`src/rtl/pwm3_pkg.sv`:
```
package pwm3_pkg;
  // counts before the boundary at which a staged set is sampled
  localparam int unsigned SNAP_LEAD = 5;
  // counts before the boundary at which edges are computed
  localparam int unsigned CALC_LEAD = 4;
  // shortest legal period
  localparam int unsigned MIN_PER   = 8;
  // selector code of the period register
  localparam int unsigned SEL_PERIOD = 0;
endpackage

```
`src/rtl/pwm3_counter.sv`:
```
module pwm3_counter
  import pwm3_pkg::*;
#(
  parameter int unsigned CNT_W   = 12,
  parameter int unsigned PER_RST = 500
) (
  input  logic             clk,
  input  logic             rst_n,
  input  logic             per_we,
  input  logic [CNT_W-1:0] per_wdata,
  output logic [CNT_W-1:0] cnt_o,
  output logic             snap_o,
  output logic             calc_o,
  output logic             wrap_o,
  output logic [CNT_W-1:0] next_per_o
);
  localparam logic [CNT_W-1:0] PER_INIT = CNT_W'(PER_RST);

  logic [CNT_W-1:0] cnt_q, cnt_d;
  logic [CNT_W-1:0] act_q, act_d;   // period running now
  logic [CNT_W-1:0] prg_q, prg_d;   // programmed period
  logic [CNT_W-1:0] nxt_q, nxt_d;   // period sampled for next cycle

  always_comb begin
    wrap_o = (cnt_q == act_q - CNT_W'(1));
    snap_o = (cnt_q == act_q - CNT_W'(SNAP_LEAD));
    calc_o = (cnt_q == act_q - CNT_W'(CALC_LEAD));
    prg_d  = per_we ? per_wdata : prg_q;
    nxt_d  = snap_o ? prg_d : nxt_q;
    cnt_d  = wrap_o ? '0 : cnt_q + CNT_W'(1);
    act_d  = wrap_o ? nxt_q : act_q;
  end

  always_ff @(posedge clk or negedge rst_n) begin
    if (!rst_n) begin
      cnt_q <= '0;
      act_q <= PER_INIT;
      prg_q <= PER_INIT;
      nxt_q <= PER_INIT;
    end else begin
      cnt_q <= cnt_d;
      act_q <= act_d;
      prg_q <= prg_d;
      nxt_q <= nxt_d;
    end
  end

  assign cnt_o      = cnt_q;
  assign next_per_o = nxt_q;
endmodule

```
`src/rtl/pwm3_stage.sv`:
```
module pwm3_stage #(
  parameter int unsigned CNT_W = 12,
  parameter int unsigned NCH   = 3,
  parameter int unsigned SEL_W = 2
) (
  input  logic                      clk,
  input  logic                      rst_n,
  input  logic                      wr_en,
  input  logic [SEL_W-1:0]          wr_sel,
  input  logic [CNT_W-1:0]          wr_data,
  input  logic                      snap,
  input  logic                      wrap,
  output logic [NCH-1:0][CNT_W-1:0] calc_on_o,
  output logic                      pending_o
);
  logic [NCH-1:0][CNT_W-1:0] stg_q, stg_d;
  logic [NCH-1:0][CNT_W-1:0] cal_q, cal_d;
  logic [NCH-1:0]            flg_q, flg_d, flg_n;
  logic                      pend_q, pend_d;
  logic                      take;

  for (genvar i = 0; i < NCH; i++) begin : g_ch
    logic hit;
    assign hit      = wr_en && (wr_sel == SEL_W'(i + 1));
    assign stg_d[i] = hit ? wr_data : stg_q[i];
    assign flg_d[i] = hit | flg_q[i];
  end

  always_comb begin
    take   = snap && (&flg_d);
    flg_n  = take ? '0 : flg_d;
    cal_d  = take ? stg_d : cal_q;
    pend_d = take ? 1'b1 : (wrap ? 1'b0 : pend_q);
  end

  always_ff @(posedge clk or negedge rst_n) begin
    if (!rst_n) begin
      stg_q  <= '0;
      cal_q  <= '0;
      flg_q  <= '0;
      pend_q <= 1'b0;
    end else begin
      stg_q  <= stg_d;
      cal_q  <= cal_d;
      flg_q  <= flg_n;
      pend_q <= pend_d;
    end
  end

  assign calc_on_o = cal_q;
  assign pending_o = pend_q;
endmodule

```
`src/rtl/pwm3_edge.sv`:
```
module pwm3_edge #(
  parameter int unsigned CNT_W   = 12,
  parameter int unsigned PER_RST = 500
) (
  input  logic             clk,
  input  logic             rst_n,
  input  logic             calc_en,
  input  logic             load,
  input  logic [CNT_W-1:0] per,
  input  logic [CNT_W-1:0] on,
  input  logic [CNT_W-1:0] cnt,
  output logic             pulse_o
);
  localparam logic [CNT_W-1:0] MID_INIT = CNT_W'(PER_RST / 2);

  logic [CNT_W-1:0] on_c, ton_c, toff_c;
  logic [CNT_W-1:0] sh_on_q, sh_on_d, sh_off_q, sh_off_d;
  logic [CNT_W-1:0] ac_on_q, ac_on_d, ac_off_q, ac_off_d;

  always_comb begin
    on_c     = (on >= per) ? per : on;
    ton_c    = (per - on_c) >> 1;
    toff_c   = ton_c + on_c;
    sh_on_d  = calc_en ? ton_c  : sh_on_q;
    sh_off_d = calc_en ? toff_c : sh_off_q;
    ac_on_d  = load ? sh_on_q  : ac_on_q;
    ac_off_d = load ? sh_off_q : ac_off_q;
  end

  always_ff @(posedge clk or negedge rst_n) begin
    if (!rst_n) begin
      sh_on_q  <= MID_INIT;
      sh_off_q <= MID_INIT;
      ac_on_q  <= MID_INIT;
      ac_off_q <= MID_INIT;
    end else begin
      sh_on_q  <= sh_on_d;
      sh_off_q <= sh_off_d;
      ac_on_q  <= ac_on_d;
      ac_off_q <= ac_off_d;
    end
  end

  assign pulse_o = (cnt >= ac_on_q) && (cnt < ac_off_q);
endmodule

```
`src/rtl/pwm3_core.sv`:
```
module pwm3_core
  import pwm3_pkg::*;
#(
  parameter int unsigned CNT_W   = 12,
  parameter int unsigned NCH     = 3,
  parameter int unsigned PER_RST = 500,
  parameter int unsigned SEL_W   = $clog2(NCH + 1)
) (
  input  logic             clk,
  input  logic             rst_n,
  input  logic             wr_en,
  input  logic [SEL_W-1:0] wr_sel,
  input  logic [CNT_W-1:0] wr_data,
  output logic             sync_o,
  output logic [NCH-1:0]   pulse_o,
  output logic             set_pending_o
);
  logic [1:0]                rst_pipe;
  logic                      rst_int_n;
  logic [CNT_W-1:0]          cnt, next_per;
  logic                      snap, calc, wrap, per_we;
  logic [NCH-1:0][CNT_W-1:0] calc_on;
  logic                      pending;

  always_ff @(posedge clk or negedge rst_n) begin
    if (!rst_n) rst_pipe <= '0;
    else        rst_pipe <= {rst_pipe[0], 1'b1};
  end
  assign rst_int_n = rst_pipe[1];

  assign per_we = wr_en && (wr_sel == SEL_W'(SEL_PERIOD));

  pwm3_counter #(.CNT_W(CNT_W), .PER_RST(PER_RST)) u_cnt (
    .clk(clk), .rst_n(rst_int_n), .per_we(per_we), .per_wdata(wr_data),
    .cnt_o(cnt), .snap_o(snap), .calc_o(calc), .wrap_o(wrap),
    .next_per_o(next_per)
  );

  pwm3_stage #(.CNT_W(CNT_W), .NCH(NCH), .SEL_W(SEL_W)) u_stage (
    .clk(clk), .rst_n(rst_int_n), .wr_en(wr_en), .wr_sel(wr_sel),
    .wr_data(wr_data), .snap(snap), .wrap(wrap),
    .calc_on_o(calc_on), .pending_o(pending)
  );

  for (genvar i = 0; i < NCH; i++) begin : g_edge
    pwm3_edge #(.CNT_W(CNT_W), .PER_RST(PER_RST)) u_edge (
      .clk(clk), .rst_n(rst_int_n), .calc_en(calc), .load(wrap && pending),
      .per(next_per), .on(calc_on[i]), .cnt(cnt), .pulse_o(pulse_o[i])
    );
  end

  assign sync_o        = (cnt == '0);
  assign set_pending_o = pending;
endmodule

```
`config.mk`:
```
export PLATFORM = sky130hd
export DESIGN_NAME = pwm3_core
export DESIGN_NICKNAME = d
export VERILOG_FILES = /design/src/rtl/pwm3_pkg.sv /design/src/rtl/pwm3_counter.sv /design/src/rtl/pwm3_stage.sv /design/src/rtl/pwm3_edge.sv /design/src/rtl/pwm3_core.sv
export SDC_FILE = /design/constraint.sdc
export NUM_CORES = 1
export LEC_CHECK = 0
export ABC_AREA = 0
export BUFFER_PORTS_ARGS = -buffer_cell sky130_fd_sc_hd__buf_4
export CORE_MARGIN = 2
export CORE_UTILIZATION = 60
export DETAILED_ROUTE_END_ITERATION = 8
export PLACE_DENSITY = 0.8
export SYNTH_ARGS = -nofsm -noshare
export SYNTH_HDL_FRONTEND = slang
export SYNTH_HIERARCHICAL = 1
export SYNTH_SLANG_ARGS = --single-unit
```
`constraint.sdc`:
```
create_clock -name clk -period 23.6 [get_ports clk]
set_input_delay 4.72 -clock clk [delete_from_list [all_inputs] [get_ports clk]]
set_output_delay 4.72 -clock clk [all_outputs]
set_load 0.02 [all_outputs]
```
### Yosys cells after proc, flatten, opt, wreduce, memory -nomap -nowiden

Index checks and enable logic that the tools add are counted.

| cells by class | value |
|---|---|
| $add $sub $neg | 10 |
| $lt $le $gt $ge | 9 |
| equality and inequality tests | 6 |
| mux-type cells | 11 |
| bitwise logic cells | 3 |
| reductions and logical operators | 13 |

Operators with widths:

| cell | count |
|---|---|
| 2-to-1 mux 12 bit | 8 |
| adder 11 x 12 -> 12 bit | 3 |
| equality test 12 bit | 3 |
| greater-or-equal comparator 12 x 11 -> 1 bit | 3 |
| greater-or-equal comparator 12 bit | 3 |
| less-than comparator 12 bit | 3 |
| subtractor 12 bit | 3 |
| subtractor 12 x 3 -> 12 bit (second input constant) | 2 |
| adder 12 x 1 -> 12 bit (second input constant) | 1 |
| logical NOT 12 bit | 1 |
| subtractor 12 x 1 -> 12 bit (second input constant) | 1 |
| logical AND 1 bit | 9 |
| equality test 2 bit (second input constant) | 2 |
| 2-to-1 mux 3 bit | 1 |
| OR 1 bit | 3 |
| AND reduction 3 bit | 1 |
| equality test 2 x 1 -> 1 bit (second input constant) | 1 |
| logical NOT 2 bit | 1 |
| 2-to-1 mux 1 bit | 2 |
| nonzero test 2 bit | 1 |

| word-level totals | value |
|---|---|
| register bits after elaboration | 264 |
| input port bits | 17 |
| output and inout port bits | 5 |
| word-level logic and storage cells | 77 |

### Depth between registers and ports, before layout

| logic depth | value |
|---|---|
| depth in word-level cells | 6 |
| gate-level depth with buffers | 31 |
| gate-level depth less buffers | 27 |

### By module

The synthesis kept the hierarchy.

By module, submodules not included:

| module | instances | cells an instance | area an instance (um^2) | sequential area each (um^2) |
|---|---|---|---|---|
| pwm3_edge at g_edge[0].u_edge ... | 2 | 409 | 3,701.0 | 1,181.1 |
| pwm3_edge at g_edge[2].u_edge | 1 | 474 | 3,986.3 | 1,181.1 |
| pwm3_stage | 1 | 213 | 2,976.6 | 1,901.8 |
| pwm3_counter | 1 | 252 | 2,733.9 | 1,223.7 |
| pwm3_core | 1 | 9 | 92.6 | 50.0 |

### Worst setup path before layout

OpenSTA, ideal clock, no wires.

| path | value |
|---|---|
| path kind | reg2out |
| from | reg u_cnt.cnt_q[1] (netlist: u_cnt/cnt_o[1]) |
| to | out pulse_o[2] |
| arrival | 2.806 ns |
| required time | 18.880 ns |
| path slack | 16.074 ns |
| cell stages (with the launch flop) | 12 |
| path buffers | 0 |
| cell sequence | dfrtp_1 > ha_1 > a21boi_0 > o21ai_0 > a21boi_0 > o21ai_0 > nand2b_1 > a21oi_1 > nor2b_1 > o21ai_0 > a211oi_1 > a2111oi_0 |

| between the ends | value |
|---|---|
| cells in the longest elaborated chain, start to end | 2 |
| elaborated cells between the ends (all ways) | 3 |
| classes of those cells | order compare: 2; reduce/logical: 1 |

Ends and longest elaborated chain:

| element | RTL line | text |
|---|---|---|
| start: declaration | pwm3_counter.sv:19 | `logic [CNT_W-1:0] cnt_q, cnt_d;` |
| start signal: assignment | pwm3_counter.sv:41 | `cnt_q <= cnt_d;` |
| greater-or-equal comparator 12 x 11 -> 1 bit or less-than comparator 12 bit (tied branches) | pwm3_edge.sv:44 | `assign pulse_o = (cnt >= ac_on_q) && (cnt < ac_off_q);` |
| logical AND 1 bit * | pwm3_edge.sv:44 |  |
| end: declaration | pwm3_core.sv:15 | `output logic [NCH-1:0] pulse_o,` |

Every way passes the cells marked *; elsewhere a longest branch is shown, timed or not.

### Worst setup path after layout

| path | value |
|---|---|
| from | reg u_cnt.cnt_q[0] (netlist: u_cnt/cnt_o[0]) |
| to | out pulse_o[0] |

Same word-level chain as after synthesis.

==> results.tsv <==
stage	metric	value	unit
grt	grt-ovfl-total	0	
floorplan	ioPinCount	22	
synth	syn_avg_cell_area	9.73	µm²
setup_path	critPathTopFamily	compound AO/OA/AOI/OAI gates	
drt	via_per_inst	6.08	
timing	maxSlewHeadroom	21.6	%
timing	timing.final.crit_share	35.7	%
grt	grt_first_pass_wirelength	66900	µm
setup_path	r2r_cells	22	
setup_path	worstPathRequired	18.88	ns
setup_path	worstSetupPathType	reg -> out	
floorplan	die_y	173	µm
floorplan	start_util	61.4	%
synth	synth_top_cell_by_area	dfrtp_1	
placed_design	place_area	17600	µm²
timing	tightest_slew	1.17	ns
drt	drt_first_pass_iters	5	
cts	cts_tree	yes	
drt	drt_iter0_drc	1148	
finish	layout_commonest_cell	dfrtp_1	
status	status	completed	
cts	htreeDepth	1	
setup_path	crit_fanout	11	
setup_path	critical_path_buf_inv_count	2	
cts	cts_hold_repair.buffers	0	
synth	synth_enable_flop_cells	0	
setup_path	slowest_stage	dfrtp_1	
setup_path	crit_path_cell_trace	inv_1, ha_1, nand2b_1, a21o_1, a21o_1, a21o_1, a21o_1, a21o_1, a21oi_1, nor2b_1, o21ai_0, nand2b_1, a2111oi_0, nor4_1, buf_4	
synth	synth_cell_types	86	
cts	cts-resized-gates	0	
drt	drt-wirelength-per-cell	18.9	µm
placed_design	place_congestion	0.892	
placed_design	dp_hpwl	29200	µm
synth	synth_top_area_share	25.3	%
synth	yosys_warnings	6	
placed_design	io_buffers	21	
synth	ys_ff_latch	264	
setup_path	start_kind	flip-flop	
timing	skew	0.0120	ns
cts	cts_buffers	28	
grt	first_global_vias	13100	
timing	timing.fmax	119	MHz
timing	hold_violations	0	
timing	tns	0	ns
synth	syn-cell-area	17200	µm²
drt	ant_nets	0	
cts	cts-root-buf	clkbuf_16	
cts	path_clk_slew	0.06	ns
setup_path	worst-path-stages	15	
power_and_ir_drop	cellLeakagePower	0.00919	µW
power_and_ir_drop	peakVddDrop	0.0000672	V
grt	antenna_found_initial	0	
synth	synth_ff_type	dfrtp_1	
grt	track_usage	27.3	%
timing	slew_viol_final	0	
drt	vias	13200	
setup_path	critPathCaptureType	primary output	
timing	finalSetupViolCount	0	
synth	yosys-top-cells-area	dfrtp_1, dfstp_2, ha_1	
floorplan	die_area	30000	µm²
finish	area.growth.synth_to_final	7.90	%
cts	clockBufferDepth	3	
drt	route.detailed.drc	0	
synth	ys_async_sr_fraction	100	%
setup_path	cp_common_cell	a21o_1	
power_and_ir_drop	powerDensity	54.9	nW/µm²
grt	grt_max_degree	114	
finish	antenna-diode-count	0	
cts	clock-sinks	264	
job	max_cap_viol_count	0	
worst_hold_path	min_path_type	reg -> async	
synth	synth_nets	1949	
floorplan	core_area	28000	µm²
setup_path	cp.arrival	3.71	ns
cts	clk-insertion-delay-late	0.55	ns
finish	fin_nets	1948	
finish	final_cell_mix	dfrtp_1, ha_1, nand2_1, inv_1, mux2_2	
drt	route.final.wire_length	41000	µm
floorplan	fp-row-count	61	
timing	finalCriticalPeriod	8.43	ns
floorplan	die_w	173	µm
finish	drive_above_1_share	20.0	%
synth	ys_seq_area_share	39.1	%
setup_path	critPathMaxStageDelay	0.55	ns
finish	fin_area	18600	µm²
cts	cts_setup_buffers	0	
synth	syn_inst	1766	
timing	rsz0062_at_grt	no	
[sequential cells by signal, indices dropped and copies added (netlist names)]
name and flops:
g_edge.u_edge/ac_off_q 36, g_edge.u_edge/ac_on_q 33, g_edge.u_edge/sh_off_q 36, g_edge.u_edge/sh_on_q 33, rst_pipe 2, u_cnt/act_q 12
u_cnt/cnt_o 12, u_cnt/next_per_o 12, u_cnt/prg_q 12, u_stage/calc_on_o 36, u_stage/flg_q 3, u_stage/pending_o 1
u_stage/stg_q 36
[layer usage]
| layer | track usage [%] | wire, µm | vias to the layer above |
|---|---|---|---|
| li1 | - | - | 6192 |
| met1 | 37.3 | 18200 | 6446 |
| met2 | 44.9 | 19200 | 425 |
| met3 | 3.53 | 2350 | 98 |
| met4 | 9.50 | 1300 | 0 |
| met5 | 0 | 0 | - |
[worst paths after layout]
check / to / slack (ns) / from
worst max-delay path: pulse_o[0] / 15.17 / u_cnt/cnt_o[0]
worst min-delay path: g_edge[2].u_edge/sh_off_q[9] / 0.23 / rst_pipe[1]
worst max register to register: g_edge[0].u_edge/sh_off_q[11] / 17.40 / u_cnt/next_per_o[9]
worst min register to register: g_edge[2].u_edge/sh_off_q[9] / 0.23 / rst_pipe[1]
max in group asynchronous: rst_pipe[1] / 19.56 / rst_n
min in group clk: rst_pipe[1] / 0.35 / rst_pipe[0]
[cell families after synthesis]
| family | share of synthesized area, % |
|---|---|
| buf+inv | 5.39 |
| fa+ha+maj | 12.3 |
| compound gates | 15.5 |
| simple gates | 12.5 |
| mux | 10.2 |
| flops | 39.1 |
| xor+xnor | 5.04 |
| other cells | 0.0218 |
[per-stage QoR]
stage | util [%] | setup slack [ns] | total power (µW) | cells | hold WS, ns
2_1_floorplan | - | 15.86 | 546 | 1766 | 0.331
3_3_place_gp | 62.8 | 15.85 | 564 | 2113 | 0.231
3_5_place_dp | 62.8 | 15.76 | 568 | 2113 | 0.233
4_1_cts | 66.2 | 15.15 | 1020 | 2165 | 0.239
5_1_grt | 66.2 | 14.82 | 1050 | 2165 | 0.260
6_report | 66.2 | 15.17 | 1020 | 2165 | 0.226
[where the power goes]
part           total [µW]  switching [µW]  leakage [µW]  internal (µW)
clock network         454             184      0.000465            271
logic                85.1            51.6       0.00565           33.5
registers             478            7.20       0.00308            471
[Yosys cell counts, drive strengths merged (4+ instances only)]
master,number
nor2,124
ha,166
nand2b,13
and2,10
mux2i,7
and3,11
nand4,11
xnor2,62
a211o,8
o21ai,121
a21boi,6
nor3b,4
a211oi,12
a31oi,13
nor2b,17
dfstp,90
or2,5
dfrtp,174
a21o,54
o21a,5
o22ai,16
clkbuf,43
inv,153
a2bb2oi,14
nand3,24
xor2,37
o311ai,4
or3,8
buf,22
nor3,26
nand3b,12
o211ai,11
maj3,4
nor4,16
nand2,159
a2111oi,4
a21oi,101
o31ai,11
mux2,147
[layout make-up]
type                    count  area [µm²]
fillers                  2152        9460
clock inverters            12         158
repair buffers             34         255
clock buffers              40         806
inverters                 154         578
flip-flops and latches    264        6720
well taps                 378         473
multi-input cells        1283        9560
(Power assumes the default switching activity.)
